File: config.mk
export PLATFORM = sky130hd
export DESIGN_NAME = tmr_pair
export DESIGN_NICKNAME = d
export VERILOG_FILES = /design/src/rtl/tmr_pkg.sv /design/src/rtl/tmr_div.sv /design/src/rtl/tmr_sync.sv /design/src/rtl/tmr_core.sv /design/src/rtl/tmr_pair.sv
export SDC_FILE = /design/constraint.sdc
export NUM_CORES = 1
export LEC_CHECK = 0
export BUFFER_PORTS_ARGS = -buffer_cell sky130_fd_sc_hd__buf_2
export CAP_MARGIN = 20
export CORE_MARGIN = 2
export CORE_UTILIZATION = 53
export CTS_BUF_LIST = sky130_fd_sc_hd__clkbuf_8
export DETAILED_ROUTE_END_ITERATION = 10
export GPL_ROUTABILITY_DRIVEN = 0
export GPL_TIMING_DRIVEN = 0
export PLACE_DENSITY_LB_ADDON = 0.25
export SLEW_MARGIN = 30
export SYNTH_ARGS = -nofsm -noshare
export SYNTH_HDL_FRONTEND = slang
export SYNTH_HIERARCHICAL = 1
export SYNTH_SLANG_ARGS = --single-unit
File: constraint.sdc
create_clock -name clk -period 2.6 [get_ports clk]
set_input_delay 0 -clock clk [delete_from_list [all_inputs] [get_ports clk]]
set_output_delay 0 -clock clk [all_outputs]
set_load 0.005 [all_outputs]
File: src/rtl/tmr_pkg.sv
package tmr_pkg;

    localparam int BYTE_W  = 8;
    localparam int TR0_BIT = 4;
    localparam int TF0_BIT = 5;

    typedef enum logic [1:0] {
        MD_13BIT  = 2'b00,
        MD_16BIT  = 2'b01,
        MD_RELOAD = 2'b10,
        MD_SPLIT  = 2'b11
    } tmr_mode_e;

    // nibble layout: gate, counter select, mode[1:0]
    typedef struct packed {
        logic      gate;
        logic      cnt_sel;
        tmr_mode_e mode;
    } tmr_cfg_t;

    typedef enum logic [2:0] {
        RA_CTRL = 3'd0,
        RA_MODE = 3'd1,
        RA_LO0  = 3'd2,
        RA_HI0  = 3'd3,
        RA_LO1  = 3'd4,
        RA_HI1  = 3'd5,
        RA_AUX  = 3'd6
    } reg_addr_e;

endpackage

File: src/rtl/tmr_div.sv
module tmr_div #(
    parameter int DIV = 12
) (
    input  logic clk,
    input  logic rst,
    output logic tick
);
    localparam int CW = (DIV > 1) ? $clog2(DIV) : 1;
    localparam logic [CW-1:0] LAST = CW'(DIV - 1);

    logic [CW-1:0] cnt;

    always_ff @(posedge clk) begin
        if (rst)              cnt <= '0;
        else if (cnt == LAST) cnt <= '0;
        else                  cnt <= cnt + 1'b1;
    end

    assign tick = (cnt == LAST);
endmodule

File: src/rtl/tmr_sync.sv
module tmr_sync #(
    parameter int STAGES = 2
) (
    input  logic clk,
    input  logic rst,
    input  logic d,
    output logic q
);
    logic [STAGES-1:0] sh;

    always_ff @(posedge clk) begin
        if (rst) sh <= '0;
        else     sh <= {sh[STAGES-2:0], d};
    end

    assign q = sh[STAGES-1];
endmodule

File: src/rtl/tmr_core.sv
module tmr_core
    import tmr_pkg::*;
#(
    parameter int SPLIT_OK = 1
) (
    input  logic              clk,
    input  logic              rst,
    input  tmr_mode_e         mode,
    input  logic              step,
    input  logic              step_hi,
    input  logic              wr_lo,
    input  logic              wr_hi,
    input  logic [BYTE_W-1:0] wr_data,
    output logic [15:0]       cnt_q,
    output logic              ovf,
    output logic              ovf_hi
);
    logic [BYTE_W-1:0] lo, hi, lo_n, hi_n;

    always_comb begin
        lo_n   = lo;
        hi_n   = hi;
        ovf    = 1'b0;
        ovf_hi = 1'b0;
        unique case (mode)
            MD_13BIT: if (step) begin
                lo_n[4:0] = lo[4:0] + 5'd1;
                if (lo[4:0] == 5'h1F) begin
                    hi_n = hi + 8'd1;
                    ovf  = (hi == 8'hFF);
                end
            end
            MD_16BIT: if (step) begin
                {hi_n, lo_n} = {hi, lo} + 16'd1;
                ovf          = ({hi, lo} == 16'hFFFF);
            end
            MD_RELOAD: if (step) begin
                if (lo == 8'hFF) begin
                    lo_n = hi;
                    ovf  = 1'b1;
                end else begin
                    lo_n = lo + 8'd1;
                end
            end
            MD_SPLIT: if (SPLIT_OK != 0) begin
                if (step) begin
                    lo_n = lo + 8'd1;
                    ovf  = (lo == 8'hFF);
                end
                if (step_hi) begin
                    hi_n   = hi + 8'd1;
                    ovf_hi = (hi == 8'hFF);
                end
            end
            default: ;
        endcase
    end

    always_ff @(posedge clk) begin
        if (rst) begin
            lo <= '0;
            hi <= '0;
        end else begin
            lo <= wr_lo ? wr_data : lo_n;
            hi <= wr_hi ? wr_data : hi_n;
        end
    end

    assign cnt_q = {hi, lo};
endmodule

File: src/rtl/tmr_pair.sv
module tmr_pair
    import tmr_pkg::*;
#(
    parameter int DIV_SLOW    = 12,
    parameter int DIV_FAST    = 4,
    parameter int SYNC_STAGES = 2
) (
    input  logic        clk,
    input  logic        rst,
    input  logic        wr_en,
    input  logic [2:0]  wr_addr,
    input  logic [7:0]  wr_data,
    input  logic [1:0]  ack,
    input  logic [1:0]  cnt_pin,
    input  logic [1:0]  gate_pin,
    output logic [7:0]  ctrl_q,
    output logic [7:0]  mode_q,
    output logic [15:0] cnt0_q,
    output logic [15:0] cnt1_q,
    output logic [1:0]  irq,
    output logic [1:0]  tog_q
);
    localparam int NT = 2;

    logic tick_slow, tick_fast;
    tmr_div #(.DIV(DIV_SLOW)) u_div_slow (.clk(clk), .rst(rst), .tick(tick_slow));
    tmr_div #(.DIV(DIV_FAST)) u_div_fast (.clk(clk), .rst(rst), .tick(tick_fast));

    logic          wr_ctrl, wr_mode, wr_aux;
    logic [NT-1:0] wr_lo, wr_hi;
    assign wr_ctrl  = wr_en && (wr_addr == RA_CTRL);
    assign wr_mode  = wr_en && (wr_addr == RA_MODE);
    assign wr_aux   = wr_en && (wr_addr == RA_AUX);
    assign wr_lo[0] = wr_en && (wr_addr == RA_LO0);
    assign wr_hi[0] = wr_en && (wr_addr == RA_HI0);
    assign wr_lo[1] = wr_en && (wr_addr == RA_LO1);
    assign wr_hi[1] = wr_en && (wr_addr == RA_HI1);

    logic [NT-1:0] tf, tr, fast_sel, tog_en, en, step, fall;
    logic [NT-1:0] gate_s, cnt_s, cnt_d, ovf, ovf_hi, set_tf;
    tmr_cfg_t      cfg [NT];
    logic [15:0]   cnt [NT];

    // split mode: high byte of timer 0 runs from TR1 and owns TF1
    logic split0, step_hi0;
    assign split0   = (cfg[0].mode == MD_SPLIT);
    assign step_hi0 = tr[1] & (fast_sel[0] ? tick_fast : tick_slow);
    assign set_tf[0] = ovf[0];
    assign set_tf[1] = split0 ? ovf_hi[0] : (ovf[1] | ovf_hi[1]);

    for (genvar i = 0; i < NT; i++) begin : g_tmr
        tmr_sync #(.STAGES(SYNC_STAGES)) u_cnt_sync (
            .clk(clk), .rst(rst), .d(cnt_pin[i]), .q(cnt_s[i]));
        tmr_sync #(.STAGES(SYNC_STAGES)) u_gate_sync (
            .clk(clk), .rst(rst), .d(gate_pin[i]), .q(gate_s[i]));

        assign fall[i] = cnt_d[i] & ~cnt_s[i];
        assign en[i]   = tr[i] & (~cfg[i].gate | gate_s[i]);
        assign step[i] = en[i] & (cfg[i].cnt_sel ? fall[i]
                                 : (fast_sel[i] ? tick_fast : tick_slow));

        tmr_core #(.SPLIT_OK(i == 0 ? 1 : 0)) u_core (
            .clk     (clk),
            .rst     (rst),
            .mode    (cfg[i].mode),
            .step    (step[i]),
            .step_hi ((i == 0) ? step_hi0 : 1'b0),
            .wr_lo   (wr_lo[i]),
            .wr_hi   (wr_hi[i]),
            .wr_data (wr_data),
            .cnt_q   (cnt[i]),
            .ovf     (ovf[i]),
            .ovf_hi  (ovf_hi[i])
        );
    end

    always_ff @(posedge clk) begin
        if (rst) begin
            tf       <= '0;
            tr       <= '0;
            fast_sel <= '0;
            tog_en   <= '0;
            tog_q    <= '0;
            cnt_d    <= '0;
            cfg[0]   <= '0;
            cfg[1]   <= '0;
        end else begin
            cnt_d <= cnt_s;
            for (int i = 0; i < NT; i++) begin
                if (wr_ctrl) begin
                    tf[i] <= wr_data[TF0_BIT + 2*i];
                    tr[i] <= wr_data[TR0_BIT + 2*i];
                end else if (set_tf[i]) begin
                    tf[i] <= 1'b1;
                end else if (ack[i]) begin
                    tf[i] <= 1'b0;
                end
                if (wr_mode) cfg[i] <= tmr_cfg_t'(wr_data[4*i +: 4]);
                if (wr_aux) begin
                    fast_sel[i] <= wr_data[i];
                    tog_en[i]   <= wr_data[2 + i];
                end
                if (tog_en[i] && ovf[i]) tog_q[i] <= ~tog_q[i];
            end
        end
    end

    assign ctrl_q = {tf[1], tr[1], tf[0], tr[0], 4'b0000};
    assign mode_q = {cfg[1], cfg[0]};
    assign cnt0_q = cnt[0];
    assign cnt1_q = cnt[1];
    assign irq    = tf;
endmodule

Word level (Yosys, flattened, before mapping) --
Memory sizes are Yosys's and may differ from the RTL's. Cells that the tools add are included.
Storage, ports and cells: input port bits 20, logic and storage cells 168, bits in registers 58, output and inout bits 52, memories 1, memory bits (writable) 8
Cells by class: equal/unequal tests 35, bitwise operators 17, reductions and logical operators 27, $add $sub $neg 10, mux-type cells 58
Memories:
- cfg | words 2, bits a word 4, rd ports 2, clocked after Yosys merged registers in 0, write ports 2, RTL line tmr_pair.sv:41 | tmr_cfg_t cfg [NT];
Operator list (number):
- $mux 8 | 18
- $ne 3x1->1 const B | 14
- $add 16x1->16 const B | 2
- $add 8x1->8 const B | 4
- $eq 16x16->1 const B | 2
- $eq 8x8->1 const B | 4
- $mux 1 | 28
- $pmux 8 s3 | 1
- $pmux 5 s4 | 1
- $pmux 8 s2 | 1
- $reduce_and 4->1 | 4
- $pmux 5 s3 | 1
- $reduce_bool 3->1 | 4
- $reduce_bool 4->1 | 3
- $add 5x1->5 const B | 2
- $eq 5x5->1 const B | 2
- $mux 5 | 2
- $eq 3x3->1 const B | 3
- $logic_and 1x1->1 | 9
- $pmux 3 s3 | 1
- $eq 2x2->1 const B | 4
- $mux 4 | 2
- $and 1x1->1 | 7
- $eq 3x2->1 const B | 2
- other kinds (15) | 26

Depth between registers and ports, before layout --
An unclocked memory read counts as a cell.
depth after elaboration 10, gate-level depth with buffers 11, mapped depth without buffers 10

Hierarchy --
Netlist, hierarchy kept.
Modules (own cells, without submodules):
- tmr_core at g_tmr[0].u_core | area each 1510.2 um^2, times used 1, cells each 201
- tmr_core at g_tmr[1].u_core | area each 1302.5 um^2, times used 1, cells each 166
- tmr_pair | area each 942.2 um^2, times used 1, cells each 91
- tmr_sync | area each 52.6 um^2, times used 4, cells each 4
- tmr_div at u_div_slow | area each 165.2 um^2, times used 1, cells each 16
- tmr_div at u_div_fast | area each 75.1 um^2, times used 1, cells each 5

Worst setup path before layout --
Ideal clock, no wire load.
path kind reg-to-reg, start point register u_div_slow.cnt[0], end point register g_tmr[0].u_core.hi[3], path slack -0.070 ns, path buffers 2, arrival time 2.551 ns, stages on the path, launching flop included 12, period minus slack after synthesis 2.670 ns, path through dfxtp_1 > ha_1 > and3b_2 > mux2i_1 > o21ai_0 > and3_1 > buf_6 > a21boi_2 > or4_4 > buf_2 > o31a_1 > o31a_1
Between the ends: word-level cells in the longest chain between the ends 6, elaborated cells between the ends (all ways) 9, those cells by class eq/ne (4); mux (2); bitwise (2); reduce/logical (1)
Ends and longest elaborated chain:
- start: declaration | RTL line tmr_div.sv:11 | logic [CW-1:0] cnt;
- start signal: assignment | RTL line tmr_div.sv:16 | else cnt <= cnt + 1'b1;
- $eq 4x4->1 * | RTL line tmr_div.sv:19 | assign tick = (cnt == LAST);
- named net tick_slow | RTL line tmr_pair.sv:25 | logic tick_slow, tick_fast;
- $mux 1 * | RTL line tmr_pair.sv:60 | : (fast_sel[i] ? tick_fast : tick_slow));
- $mux 1 * | RTL line tmr_pair.sv:59 | assign step[i] = en[i] & (cfg[i].cnt_sel ? fall[i]
- $and 1x1->1 * | RTL line tmr_pair.sv:59
- named net step[0] | RTL line tmr_pair.sv:39 | logic [NT-1:0] tf, tr, fast_sel, tog_en, en, step, fall;
- $ne 3x1->1 (no source line)
- $reduce_and 5->1 (no source line) *
- end signal: assignment | RTL line tmr_core.sv:65 | hi <= wr_hi ? wr_data : hi_n;
- end: declaration | RTL line tmr_core.sv:18 | logic [BYTE_W-1:0] lo, hi, lo_n, hi_n;
Mark *: on every way through the listed nets, which the timed path passes. The rest lies on a longest branch. A chain may end at the register's enable or synchronous reset.

Worst setup path after layout --
start point register u_div_slow.cnt[0], end point register g_tmr[0].u_core.hi[2]
Same word-level chain as after synthesis.

==> results.sh <==
export IMPL_seqPwrFrac_pct=45.9
export IMPL_drc_errors=0
export IMPL_layout_nets=639
export IMPL_finClkSkew_ns=0.00934
export IMPL_htree_levels=3
export IMPL_dp_slack_ns=-0.414
export IMPL_drt_vias_per_instance=6.26
export IMPL_dr_total_vias=4440
export IMPL_path_clk_slew_ns=0.08
export IMPL_ys_ff_latch=66
export IMPL_ant_nets=0
export IMPL_multi_input_area_um2=2660
export IMPL_hold_start="wr_data[3]"
export IMPL_clk_latency_ns=0.35
export IMPL_synth_avg_cell_area_um2=8.50
export IMPL_wl_mm=12.8
export IMPL_final_setup_tns_ns=-0.214
export IMPL_mostFrequentLayoutCells="buf_2 (68), dfxtp_1 (55), nand2_1 (36)"
export IMPL_core_rowCount=32
export IMPL_p_per_area_nw_per_um2=487
export IMPL_drt_first_pass_iters=5
export IMPL_clockPowerShare_pct=36.8
export IMPL_core_um2=7690
export IMPL_min_path_cells=3
export IMPL_drive_gt1_share_pct=25.5
export IMPL_initial_core_util_pct=54.7
export IMPL_cts_sinks=66
export IMPL_maxCapViolCount=0
export IMPL_grt_ovfl_total=0
export IMPL_nFillCells=645
export IMPL_clockRootBuffer="clkbuf_8"
export IMPL_crit_path_end_kind="flip-flop"
export IMPL_hold_path_class="in -> reg"
export IMPL_syn_area_um2=4210
export IMPL_grt_max_degree=22
export IMPL_synth_top_flop_cell="dfxtp_1"
export IMPL_yosys_area_top_type="dfxtp_1"
export IMPL_hold_viol_final=0
export IMPL_worstPathRequired_ns=2.87
export IMPL_grt_pass1_wl_mm=19.9
export IMPL_p_leak_nw=2.20
export IMPL_timing_final_crit_share_pct=104
export IMPL_setup_viol=3
export IMPL_slew_viol_final=0
export IMPL_outcome="complete, but fails checks"
export IMPL_setup_slack_ns=-0.0917
export IMPL_wl_per_cell_um=18.1
export IMPL_dieArea_um2=8660
export IMPL_netlist_instances=495
export IMPL_final_common_cell="buf_2"
export IMPL_fmax_mhz=372
export IMPL_yosysWarningCount=6
export IMPL_synth_edf_count=8
export IMPL_io_buffers=67
export IMPL_rr_startpoint="u_div_slow/cnt[0]$_SDFF_PP0_"
export IMPL_crit_start="u_div_slow/cnt[0]$_SDFF_PP0_"
export IMPL_internal_power_mw=1.75
export IMPL_drt_initial_drc_count=418
export IMPL_cp_max_fo=4
export IMPL_peakVddDrop_uv=399
export IMPL_ys_types=80
export IMPL_violations="negative setup slack"
export IMPL_placed_area_um2=4690
export IMPL_grt_pass1_vias=4078
export IMPL_tightest_slew_ns=0.765
export IMPL_ys_seq_area_share_pct=33.3
export IMPL_power_switching_mw=0.798
export IMPL_rsz0062_at_grt="yes"
export IMPL_ff2ff_path_depth=10
export IMPL_start_kind="flip-flop"
export IMPL_seq_area_um2=1410
export IMPL_yosys_area_top_type_share_pct=27.6
export IMPL_area_growth_syn_to_layout_pct=24.3
export IMPL_critPathArrivalTime_ns=2.96
export IMPL_p_comb_share_pct=17.3
export IMPL_cts_tree="built"
export IMPL_grt_util_all_layers_pct=29.2
export IMPL_swShare_pct=31.4
export IMPL_cts_made_buffers=9
export IMPL_final_min_clock_period_ns=2.69
export IMPL_async_flop_share_pct=0
export IMPL_worstSetupPathType="reg -> reg"
export IMPL_antennaDiodeCount=0
export IMPL_clockBufferDepth=2
export IMPL_final_cell_area_um2=5230
export IMPL_dieHeight_um=93.1
export IMPL_netlist_top_cells_area="dfxtp_1 (28%), edfxtp_1 (5.7%), ha_1 (5.1%)"
export IMPL_boundaryPins=72
export IMPL_max_slew_margin_rel_pct=49.0
export IMPL_dieWidth_um=93.1
export IMPL_hpwl_mm=8.70
export IMPL_antenna_found_initial=0
per-stage QoR:
stage	cells	utilization [%]	hold WS (ns)	total power, mW
after global placement	667	61.0	0.207	1.56
after global routing	709	68.0	0.0355	2.65
after floorplan	498	-	0.0687	1.42
final	709	68.0	0.0235	2.54
after CTS	701	66.3	0.00979	2.53
after detailed placement	667	61.0	0.220	1.58
cells in the mapped netlist (4+ instances only):
library cell and instances:
a311oi_1 6, o31a_1 7, and3_1 10, o21a_1 7, nor3_1 12, nand2_1 36
mux2i_1 12, xnor2_1 6, clkbuf_1 15, nor4_1 8, o211ai_1 4, buf_4 7
ha_1 17, a211oi_1 7, a21oi_1 25, and2_1 9, inv_1 29, nor2b_1 19
a31oi_1 7, nor2_1 34, nand4_1 12, nand3_1 21, nand2b_1 6, dfxtp_1 58
xor2_1 7, edfxtp_1 8, o31ai_1 9, o21ai_0 16
layer usage:
metal / vias to the layer above / part of all wire, % / track usage (%)
li1: 2051 / - / -
met1: 2081 / 41 / 39.0
met2: 264 / 46 / 44.7
met3: 44 / 9.4 / 5.48
met4: 0 / 3.8 / 15.4
met5: - / 0 / 0
power by group through the flow:
| stage | clock (mW) | sequential, mW | combinational, mW |
|---|---|---|---|
| after floorplan | 0 | 1.17 | 0.250 |
| after global placement | 0 | 1.18 | 0.380 |
| after detailed placement | 0 | 1.19 | 0.390 |
| after CTS | 0.943 | 1.16 | 0.418 |
| after global routing | 0.996 | 1.18 | 0.478 |
| final | 0.935 | 1.17 | 0.441 |
cells by family after synthesis:
group	after synthesis	synth area share [%]
AO/OA/AOI/OAI	127	22.5
flip-flops	66	33.3
adder cells (fa/ha/maj)	17	5.06
buffers and inverters	59	6.49
multiplexers	14	3.39
other	2	0.179
XOR/XNOR	13	2.71
AND/OR/NAND/NOR	197	26.3
worst max-delay path, stage by stage, from the launching register on:
cell,delay [ns]
dfxtp_2,0.36
ha_4,0.14
and3b_2,0.20
mux2i_2,0.09
o21ai_1,0.15
and3_1,0.20
buf_6,0.13
nor2b_4,0.04
or4_4,0.55
or4_4,0.53
a311oi_2,0.22
what timing repair did:
item	in CTS	in global routing
pin swaps	12	11
hold endpoints to repair	8	0
setup buffers	11	8
endpoints found under the setup margin	20	16
hold buffers	7	0
resized for setup	9	16
registers in the layout (all words and copies together), names as in the netlist:
name / count
u_div_fast/cnt: 2
tog_en: 2
fast_sel: 2
tog_q: 2
cnt_d: 2
g_tmr.u_core/lo: 16
tr: 2
cfg: 8
g_tmr.u_cnt_sync/sh: 4
irq: 2
u_div_slow/cnt: 4
g_tmr.u_gate_sync/sh: 4
g_tmr.u_core/hi: 16
cell type report:
class	count	area share (%)
plain buffers	28	3.11
clock buffers	9	2.37
clock inverters	7	1.60
inverters	31	2.23
multi-input cells	373	50.8
flip-flops and latches	66	26.9
well taps	102	2.44
repair buffers	93	10.6
worst paths after layout:
kind,slack [ns],endpoint
setup / recovery,-0.09,g_tmr[0].u_core/hi[2]$_SDFFE_PP0P_
hold / removal,0.02,tog_en[1]$_SDFFE_PP0P_
setup reg to reg,-0.09,g_tmr[0].u_core/hi[2]$_SDFFE_PP0P_
hold reg to reg,0.44,g_tmr[1].u_gate_sync/sh[1]$_SDFF_PP0_
Power figures use the tool's default switching activity.
